File: src/rtl/syncdly_cal_pkg.sv
package syncdly_cal_pkg;
  // Per-code grade stored in the status memory
  typedef enum logic [1:0] {
    CLS_PASS  = 2'b00,
    CLS_FAIL  = 2'b01,
    CLS_MIXED = 2'b10
  } cls_e;
endpackage

File: src/rtl/sample_tally.sv
// Counts error-flag ones across the measurements of one delay code and grades it.
module sample_tally
  import syncdly_cal_pkg::*;
#(
  parameter int NSAMP = 8
) (
  input  logic clk,
  input  logic rst,
  input  logic clr,
  input  logic stb,
  input  logic bit_in,
  output cls_e cls
);
  localparam int CNT_W = $clog2(NSAMP + 1);

  logic [CNT_W-1:0] ones;

  always_ff @(posedge clk) begin
    if (rst || clr) ones <= '0;
    else if (stb && bit_in) ones <= ones + CNT_W'(1);
  end

  always_comb begin
    if (ones == '0) cls = CLS_PASS;
    else if (ones == CNT_W'(NSAMP)) cls = CLS_FAIL;
    else cls = CLS_MIXED;
  end

  // the ones count can never pass the number of measurements
  assert_ones_bound_R4: assert property (@(posedge clk) disable iff (rst)
    ones <= CNT_W'(NSAMP));

endmodule

File: src/rtl/window_pick.sv
// Tracks passing runs one code at a time and latches the midpoint of the first bounded run.
module window_pick
  import syncdly_cal_pkg::*;
#(
  parameter int CODE_W = 5
) (
  input  logic              clk,
  input  logic              rst,
  input  logic              clr,
  input  logic              upd,
  input  cls_e              cls,
  input  logic [CODE_W-1:0] code,
  output logic              found,
  output logic [CODE_W-1:0] pick
);
  logic              in_run;
  logic              run_ok;
  logic [CODE_W-1:0] run_lo;
  logic [CODE_W:0]   sum;

  // run ends at code-1; sum carries one extra bit so nothing is lost
  assign sum = {1'b0, run_lo} + {1'b0, code} - (CODE_W+1)'(1);

  always_ff @(posedge clk) begin
    if (rst || clr) begin
      in_run <= 1'b0;
      run_ok <= 1'b0;
      run_lo <= '0;
      found  <= 1'b0;
      pick   <= '0;
    end else if (upd) begin
      if (cls == CLS_PASS) begin
        if (!in_run) begin
          in_run <= 1'b1;
          run_lo <= code;
          run_ok <= (code != '0);   // a run from code 0 has no lower bound
        end
      end else begin
        if (in_run && run_ok && !found) begin
          found <= 1'b1;
          pick  <= CODE_W'(sum >> 1);
        end
        in_run <= 1'b0;
      end
    end
  end

  // a bounded window never yields an edge code
  assert_pick_interior_R6: assert property (@(posedge clk) disable iff (rst)
    found |-> (pick != '0) && (pick != '1));

  // once found, the choice is not overwritten by later runs
  assert_pick_stable_R5: assert property (@(posedge clk) disable iff (rst)
    (found && !clr) |=> (found && $stable(pick)));

endmodule

File: src/rtl/status_ram.sv
// Simple dual-port grade memory, registered read, no reset so block RAM can be inferred.
module status_ram #(
  parameter int AW = 5,
  parameter int W  = 2
) (
  input  logic          clk,
  input  logic          we,
  input  logic [AW-1:0] waddr,
  input  logic [W-1:0]  wdata,
  input  logic [AW-1:0] raddr,
  output logic [W-1:0]  rdata
);
  localparam int DEPTH = 1 << AW;

  logic [W-1:0] mem [DEPTH];

  always_ff @(posedge clk) begin
    if (we) mem[waddr] <= wdata;
    rdata <= mem[raddr];
  end
endmodule

File: src/rtl/syncdly_cal.sv
module syncdly_cal
  import syncdly_cal_pkg::*;
#(
  parameter int                CODE_W      = 5,
  parameter int                ADDR_W      = 8,
  parameter int                DATA_W      = 8,
  parameter int                NSAMP       = 8,
  parameter int                SETTLE_CYC  = 4,
  parameter int                SYNC_STAGES = 2,
  parameter int                VALDIS_BIT  = 5,
  parameter logic [ADDR_W-1:0] ADDR_VALDLY = 8'h0A,
  parameter logic [ADDR_W-1:0] ADDR_RXDLY  = 8'h0B,
  parameter logic [ADDR_W-1:0] ADDR_VALDIS = 8'h01
) (
  input  logic              clk,
  input  logic              rst,
  input  logic              start,
  input  logic              err_flag,
  output logic              reg_wr,
  output logic [ADDR_W-1:0] reg_addr,
  output logic [DATA_W-1:0] reg_data,
  output logic              busy,
  output logic              done,
  output logic              no_window,
  output logic [CODE_W-1:0] delay_code,
  input  logic [CODE_W-1:0] stat_idx,
  output logic [1:0]        stat_cls
);
  localparam int SMP_W = (NSAMP > 1) ? $clog2(NSAMP) : 1;
  localparam int SET_W = $clog2(SETTLE_CYC + 1);
  localparam logic [CODE_W-1:0] LAST_CODE = '1;
  localparam logic [DATA_W-1:0] DIS_ON = DATA_W'(1) << VALDIS_BIT;

  typedef enum logic [3:0] {
    S_IDLE, S_RXD, S_DIS1, S_DIS0, S_SETTLE, S_SAMP, S_CLASS, S_FINAL, S_DONE
  } st_e;

  st_e               st;
  logic [CODE_W-1:0] code;
  logic [SMP_W-1:0]  smp_i;
  logic [SET_W-1:0]  set_cnt;
  logic [SYNC_STAGES-1:0] err_sr;
  logic              err_s;
  cls_e              cls;
  logic              found;
  logic [CODE_W-1:0] pick;

  // Error flag synchronizer; depth picked by parameter
  generate
    if (SYNC_STAGES == 1) begin : g_sync1
      always_ff @(posedge clk) err_sr <= err_flag;
    end else begin : g_syncn
      always_ff @(posedge clk) err_sr <= {err_sr[SYNC_STAGES-2:0], err_flag};
    end
  endgenerate
  assign err_s = err_sr[SYNC_STAGES-1];

  sample_tally #(.NSAMP(NSAMP)) u_tally (
    .clk    (clk),
    .rst    (rst),
    .clr    (st == S_RXD),
    .stb    (st == S_SAMP),
    .bit_in (err_s),
    .cls    (cls)
  );

  window_pick #(.CODE_W(CODE_W)) u_pick (
    .clk   (clk),
    .rst   (rst),
    .clr   (st == S_IDLE && start),
    .upd   (st == S_CLASS),
    .cls   (cls),
    .code  (code),
    .found (found),
    .pick  (pick)
  );

  status_ram #(.AW(CODE_W), .W(2)) u_stat (
    .clk   (clk),
    .we    (st == S_CLASS),
    .waddr (code),
    .wdata (cls),
    .raddr (stat_idx),
    .rdata (stat_cls)
  );

  always_ff @(posedge clk) begin
    if (rst) begin
      st         <= S_IDLE;
      busy       <= 1'b0;
      done       <= 1'b0;
      no_window  <= 1'b0;
      delay_code <= '0;
      reg_wr     <= 1'b0;
      reg_addr   <= '0;
      reg_data   <= '0;
      code       <= '0;
      smp_i      <= '0;
      set_cnt    <= '0;
    end else begin
      reg_wr <= 1'b0;
      unique case (st)
        S_IDLE: if (start) begin
          busy       <= 1'b1;
          done       <= 1'b0;
          no_window  <= 1'b0;
          delay_code <= '0;
          code       <= '0;
          reg_wr     <= 1'b1;
          reg_addr   <= ADDR_VALDLY;
          reg_data   <= '0;
          st         <= S_RXD;
        end
        S_RXD: begin
          reg_wr   <= 1'b1;
          reg_addr <= ADDR_RXDLY;
          reg_data <= DATA_W'(code);
          smp_i    <= '0;
          st       <= S_DIS1;
        end
        S_DIS1: begin
          reg_wr   <= 1'b1;
          reg_addr <= ADDR_VALDIS;
          reg_data <= DIS_ON;
          st       <= S_DIS0;
        end
        S_DIS0: begin
          reg_wr   <= 1'b1;
          reg_addr <= ADDR_VALDIS;
          reg_data <= '0;
          set_cnt  <= '0;
          st       <= S_SETTLE;
        end
        S_SETTLE: begin
          if (set_cnt == SET_W'(SETTLE_CYC - 1)) st <= S_SAMP;
          else set_cnt <= set_cnt + SET_W'(1);
        end
        S_SAMP: begin
          if (smp_i == SMP_W'(NSAMP - 1)) st <= S_CLASS;
          else begin
            smp_i <= smp_i + SMP_W'(1);
            st    <= S_DIS1;
          end
        end
        S_CLASS: begin
          if (code == LAST_CODE) st <= S_FINAL;
          else begin
            code <= code + CODE_W'(1);
            st   <= S_RXD;
          end
        end
        S_FINAL: begin
          reg_wr     <= 1'b1;
          reg_addr   <= ADDR_RXDLY;
          reg_data   <= found ? DATA_W'(pick) : '0;
          delay_code <= found ? pick : '0;
          no_window  <= !found;
          st         <= S_DONE;
        end
        S_DONE: begin
          busy <= 1'b0;
          done <= 1'b1;
          st   <= S_IDLE;
        end
        default: st <= S_IDLE;
      endcase
    end
  end

  // the validation-delay clear is the first write of a run
  assert_first_write_R1: assert property (@(posedge clk) disable iff (rst)
    $rose(busy) |-> (reg_wr && reg_addr == ADDR_VALDLY && reg_data == '0));

  // a sample is only taken straight after the settle wait
  assert_sample_after_settle_R3: assert property (@(posedge clk) disable iff (rst)
    (st == S_SAMP) |-> ($past(st) == S_SETTLE));

  // a missing window leaves the code at zero
  assert_nowin_zero_R7: assert property (@(posedge clk) disable iff (rst)
    (done && no_window) |-> (delay_code == '0));

  // busy and done are exclusive
  assert_busy_done_excl_R8: assert property (@(posedge clk) disable iff (rst)
    !(busy && done));

endmodule

File: config.mk
export PLATFORM = sky130hd
export DESIGN_NAME = syncdly_cal
export DESIGN_NICKNAME = d
export VERILOG_FILES = /design/src/rtl/syncdly_cal_pkg.sv /design/src/rtl/sample_tally.sv /design/src/rtl/window_pick.sv /design/src/rtl/status_ram.sv /design/src/rtl/syncdly_cal.sv
export SDC_FILE = /design/constraint.sdc
export NUM_CORES = 1
export LEC_CHECK = 0
export BUFFER_PORTS_ARGS = -buffer_cell sky130_fd_sc_hd__buf_4
export CAP_MARGIN = 10
export CORE_ASPECT_RATIO = 1.1
export CORE_UTILIZATION = 45
export DETAILED_ROUTE_END_ITERATION = 10
export GPL_TIMING_DRIVEN = 0
export PLACE_DENSITY = 0.73
export SETUP_SLACK_MARGIN = 0.5
export SKIP_LAST_GASP = 1
export SYNTH_ARGS = -nofsm -noshare
export SYNTH_HDL_FRONTEND = slang
export SYNTH_SLANG_ARGS = --single-unit
File: constraint.sdc
create_clock -name clk -period 2 [get_ports clk]
set_input_delay 0.4 -clock clk [delete_from_list [all_inputs] [get_ports clk]]
set_output_delay 0.4 -clock clk [all_outputs]
set_load 0.02 [all_outputs]
Yosys cells after proc, flatten, opt, wreduce, memory -nomap -nowiden --
Memories as Yosys holds them, arrays and structs flattened. A register that Yosys moved wholly into a read port is not among the register bits. Index checks and enable logic that the tools add are counted.
Storage, ports and cells: bits of input ports 9, output and inout port bits 27, bits in latches 0, flip-flop bits (word level) 59, bits in read-only memories 0, bits in writable memories 64, logic and storage cells 106, memories kept 1
Memory list:
- u_stat.mem | words 32, bits a word 2, read ports 1, clocked after memory_dff 1, wr ports 1, line status_ram.sv:15 | logic [W-1:0] mem [DEPTH];
Cells by class: div/mod/pow operators 0, reduce and logical (&&, ||, !) cells 31, add/subtract/negate cells 6, mux-type cells 31, magnitude comparators 0, multipliers 0, bitwise gates (word level) 2, shifts and indexed selects 0, equal/unequal tests 17
Operators with widths (count):
- 8-bit case mux with 5 select lines | 1
- 4-bit case mux with 8 select lines | 1
- 8-bit case mux with 3 select lines | 1
- 5-bit 2-to-1 mux | 4
- 5-bit case mux with 2 select lines | 2
- 4-bit by 3-bit equality test with 1-bit output, second input constant | 4
- 8-bit 2-to-1 mux | 2
- 2-bit AND reduction | 7
- 3-bit 2-to-1 mux | 4
- 3-bit case mux with 2 select lines | 2
- 2-bit inequality test, second input constant | 5
- 2-bit nonzero test | 5
- 5-bit nonzero test | 2
- 3-bit AND reduction | 3
- 4-bit by 2-bit equality test with 1-bit output, second input constant | 2
- 4-bit equality test, second input constant | 2
- 4-bit logical NOT | 2
- 4-bit 2-to-1 mux | 2
- 1-bit case mux with 2 select lines | 4
- 3-bit by 1-bit adder with 3-bit output, second input constant | 2
- 5-bit by 5-bit adder with 6-bit output | 1
- 1-bit 2-to-1 mux | 6
- 6-bit by 1-bit subtractor with 6-bit output, second input constant | 1
- 5-bit by 1-bit adder with 5-bit output, second input constant | 1
- 14 further kinds | 21

Longest topological paths before layout --
depth in word-level cells 6, gate-level depth with buffers 11, mapped depth without buffers 11

Cells and area by module --
Synthesis repeated with hierarchy kept, for this count alone.
Second synthesis, totals: cells, all modules 468, area total of the unflattened synthesis 5361.4 µm²
Modules (own cells, without submodules):
- status_ram | sequential area each 1961.9 µm², cells an instance 184, instances 1, area each 2783.9 µm²
- syncdly_cal | sequential area each 680.7 µm², cells an instance 174, instances 1, area each 1590.3 µm²
- window_pick | sequential area each 260.2 µm², cells an instance 87, instances 1, area each 778.2 µm²
- sample_tally | sequential area each 80.1 µm², cells an instance 23, instances 1, area each 209.0 µm²

Worst setup path before layout --
No wires, ideal clock.
path kind register -> register, start point reg u_tally.ones[0], end point mem u_stat.mem[0][0] (data pin), arrival time 1.774 ns, library setup time 0.351 ns, stages on the path, launching flop included 5, path buffers 0, data required time 1.649 ns, path slack -0.126 ns, clock period less this slack 2.126 ns, path through dfxtp_1 > inv_1 > ha_1 > nand2b_1 > nor2_1
Between the ends: cells in the longest elaborated chain, start to end 3, elaborated cells on any way between the ends 4, classes of those cells eq/ne: 1; mux: 2; reduce/logical: 1
RTL lines:
- from (decl) | line sample_tally.sv:16 | logic [CNT_W-1:0] ones;
- from (signal assigned) | line sample_tally.sv:20 | else if (stb && bit_in) ones <= ones + CNT_W'(1);
- 4-bit equality test | line sample_tally.sv:25 | else if (ones == CNT_W'(NSAMP)) cls = CLS_FAIL;
- 2-bit 2-to-1 mux | line sample_tally.sv:25
- 2-bit 2-to-1 mux * | line sample_tally.sv:24 | if (ones == '0) cls = CLS_PASS;
- named net cls[0] | line syncdly_cal.sv:44 | cls_e cls;
- to (decl) | line status_ram.sv:15
Mark *: on every way through the listed nets, which the timed path passes. The rest lies on a longest branch.

Final worst setup path --
start point reg code[1], end point reg code[1]
Between the ends: cells in the longest elaborated chain, start to end 3, elaborated cells on any way between the ends 6, classes of those cells add/sub: 1; eq/ne: 2; mux: 2; reduce/logical: 1
RTL lines:
- from (decl) | line syncdly_cal.sv:39 | logic [CODE_W-1:0] code;
- from (signal assigned) | line syncdly_cal.sv:148 | code <= code + CODE_W'(1);
- 5-bit by 1-bit adder with 5-bit output or 5-bit equality test (tied branches) | line syncdly_cal.sv:148, syncdly_cal.sv:146
- 5-bit 2-to-1 mux or 2-bit inequality test (tied branches)
- 5-bit case mux with 2 select lines or 3-bit AND reduction (tied branches)
Several ways; a longest one is shown, not always the timed one. The select of a mux whose other input is x is not followed. A chain may end at the register's enable or synchronous reset.

==> impl_metrics.toml <==
[power_and_ir_drop]
seqPwrFrac_pct = 41.2
p_clk_share_pct = 50.2
power_density_nw_per_um2 = 819
vdd.ir_drop.worst_v = 0.000648
intPower_mw = 4.75
p_comb_share_pct = 8.6
swShare_pct = 23.4
p_leak_nw = 2.87
power.switching_mw = 1.45

[finish]
layout.cells.non_filler = 730
area_growth_pct = 45.1
multi_input_area_um2 = 2720
final_common_cell = "buf_4"
diodes = 0
final_cell_area_um2 = 7570
ff_latch_area_um2 = 3010
layout_common_cells = "buf_4 (69), edfxtp_1 (64), mux2i_1 (44), nor2_1 (43), dfxtp_1 (40)"
nets = 599
drive_above_1_share_pct = 42.7
nFillCells = 733
final_util_pct = 68.2

[worst_setup_path]
cp.required_ns = 2.28
r2r_cells = 9
r2r_setup_slack_ns = -0.09
r2r-start = "code[1]"
setup.worst_path.class = "flop to flop"
critPathArrivalTime_ns = 2.37
endpoint = "code[1]"
cp-start-kind = "flop"
reg2reg_to = "code[1]"
path_max_fanout = 4
critPathLaunch = "code[1]"
endpoint_kind = "flop"

[synthesis]
postSynthAreaPerCell_um2 = 11.1
ys_top_cells_by_area = "edfxtp_1 (37%), dfxtp_1 (20%), mux2i_1 (8.4%), nor2_1 (6.3%), ha_1 (4.6%)"
synth_top_area_share_pct = 36.8
yosysTopAreaCell = "edfxtp_1"
synthCells = 469
async_flop_share_pct = 0
synth_cell_type_count = 49
ys_ff_latch = 117
synth_ff_type = "edfxtp_1"
syn-cell-area_um2 = 5220
yosys_warnings = 0
synth-seq-area-share_pct = 57.2
synth_edf_count = 64

[placement]
io_buffers = 27
dp.cells = 649
place_worst_setup_slack_ns = -0.0437
placed_area_um2 = 5800
dp_hpwl_um = 7170
routabilityCongestion = 0.767

[timing]
drv_slew = 0
setup_viol = 1
tightest_slew_ns = 0.559
min_period_ns = 2.09
finalWorstSetupSlack_ns = -0.0913
tns_ns = -0.0913
rsz0062_at_grt = "true"
finalCritPeriodShare_pct = 105
hold_violations = 0
slew_headroom_pct = 62.7
clock.fmax_ghz = 0.478
skew_ns = 0.0143

[global_route]
grt_pass1_wl_um = 20800
antenna_found_initial = 0
grt_overflow = 0
grt_max_degree = 18
grt_pass1_vias = 4048
grt_usage_pct = 22.8

[clocking]
clk_pin_slew_ns = 0.06
cts_buffers = 17
cts_tree = "done"
cts_hold_buf = 0
cts_max_level = 4
clockRootBuffer = "clkbuf_16"
cts_max_path_buffers = 2
insertion_delay_ns = 0.42
clock_sinks = 117

[drt]
routed_wl_um = 14100
vias_per_cell = 5.54
wl_per_cell_um = 19.4
postRouteAntennaNets = 0
detail_route.first_pass.iterations = 6
drt_iter0_drc = 276
drcViolationCount = 0
vias = 4043

[die]
rows = 40
dieArea_um2 = 12000
core_area_um2 = 11100
die_w_um = 105
top_level_ports = 36
die_h_um = 115
initial_core_util_pct = 47.0

[min_path]
hold_path.class = "primary input to flop"

[outcome]
outcome = "complete, but fails checks"
violations = "negative setup slack"

[flow_run]
drv_cap = 0
-- per-layer routing --
layer	GRT usage, %	part of all wire [%]
met4	10.3	3.8
met5	0	0
met1	26.8	40
met2	40.1	51
met3	5.16	5.4
-- Yosys cell counts (all sizes together) (2+ instances only) --
master and count:
xnor2 7, and3 2, a31oi 5, and2 3
o311ai 2, nand2 21, dfxtp 53, o21ai 2
inv 26, clkbuf 11, nand4 3, buf 18
ha 19, nor2 88, a211oi 4, nand3b 3
edfxtp 64, a221oi 2, a22oi 21, a21oi 14
a222oi 5, nand4b 2, nor2b 5, mux2i 44
nand2b 10, or2 4, nand3 11, and4b 2
nor3 3
-- worst max-delay path: stages, from the launching register on --
cell and delay, ns:
dfxtp_4 0.38, ha_4 0.17, and3_4 0.15, ha_4 0.16, nand3b_1 0.19, a211oi_4 0.36
buf_4 0.21, nor2_1 0.06, a31oi_1 0.16, nor2_1 0.09
-- cell type report --
type | instances | share of cell area, %
Sequential cell | 117 | 39.8
Multi-Input combinational cell | 305 | 36.0
Timing Repair Buffer | 73 | 8.61
Clock buffer | 17 | 5.62
Buffer | 29 | 3.68
Tap cell | 147 | 2.43
Clock inverter | 15 | 2.35
Inverter | 27 | 1.57
-- cell families (layout without fill, tap and decap cells) --
| family | Yosys count | after routing | synth area share, % |
|---|---|---|---|
| DFF | 117 | 117 | 57.2 |
| other | 1 | 7 | 0.0719 |
| muxes | 44 | 44 | 8.44 |
| and+or+nand+nor | 162 | 165 | 14.7 |
| adders and majority gates | 20 | 20 | 4.94 |
| AOI/OAI and AO/OA | 61 | 61 | 8.39 |
| xor gates and xnor gates | 8 | 8 | 1.34 |
| buffers and inverters | 56 | 161 | 4.99 |
-- repair_timing --
action / 4_1_cts / 5_1_grt
pin swaps: 29 / 64
resized for setup: 105 / 90
setup endpoints to repair: 132 / 106
gates cloned: 3 / 1
buffers inserted: 22 / 23
endpoints found under the hold margin: 0 / 0
-- worst min path at each step --
| stage | start | to | slack, ns | cells after the start |
|---|---|---|---|---|
| 2_1_floorplan | err_sr[0] | err_sr[1] | 0.31 | 0 |
| 3_3_place_gp | err_sr[0] | err_sr[1] | 0.31 | 0 |
| 3_5_place_dp | err_sr[0] | err_sr[1] | 0.32 | 0 |
| 4_1_cts | err_flag | err_sr[0] | 0.08 | 1 |
| 5_1_grt | err_flag | err_sr[0] | 0.08 | 1 |
| 6_report | err_flag | err_sr[0] | 0.1 | 1 |
-- state kept, by name, summed over array words and instances, names as in the netlist, 2 cells and up --
signal / flops
smp_i: 3
reg_addr: 2
delay_code: 5
code: 5
u_pick.pick: 5
u_tally.ones: 4
u_stat.rdata: 2
u_pick.run_lo: 5
set_cnt: 3
u_stat.mem: 64
st: 4
err_sr: 2
reg_data: 6
-- per-stage QoR --
step	hold slack [ns]	total power, mW
after CTS	0.0788	6.11
after detailed placement	0.318	2.95
after global routing	0.0815	6.37
after global placement	0.310	2.94
after floorplan	0.310	2.85
final	0.0951	6.20
-- power by group through the flow --
stage	logic [mW]	registers [mW]	clock network (mW)
final	0.533	2.56	3.11
after global routing	0.559	2.56	3.26
after CTS	0.440	2.55	3.12
after detailed placement	0.347	2.60	0
after global placement	0.340	2.60	0
after floorplan	0.225	2.62	0
No activity file was read; power rests on OpenSTA's default activity.
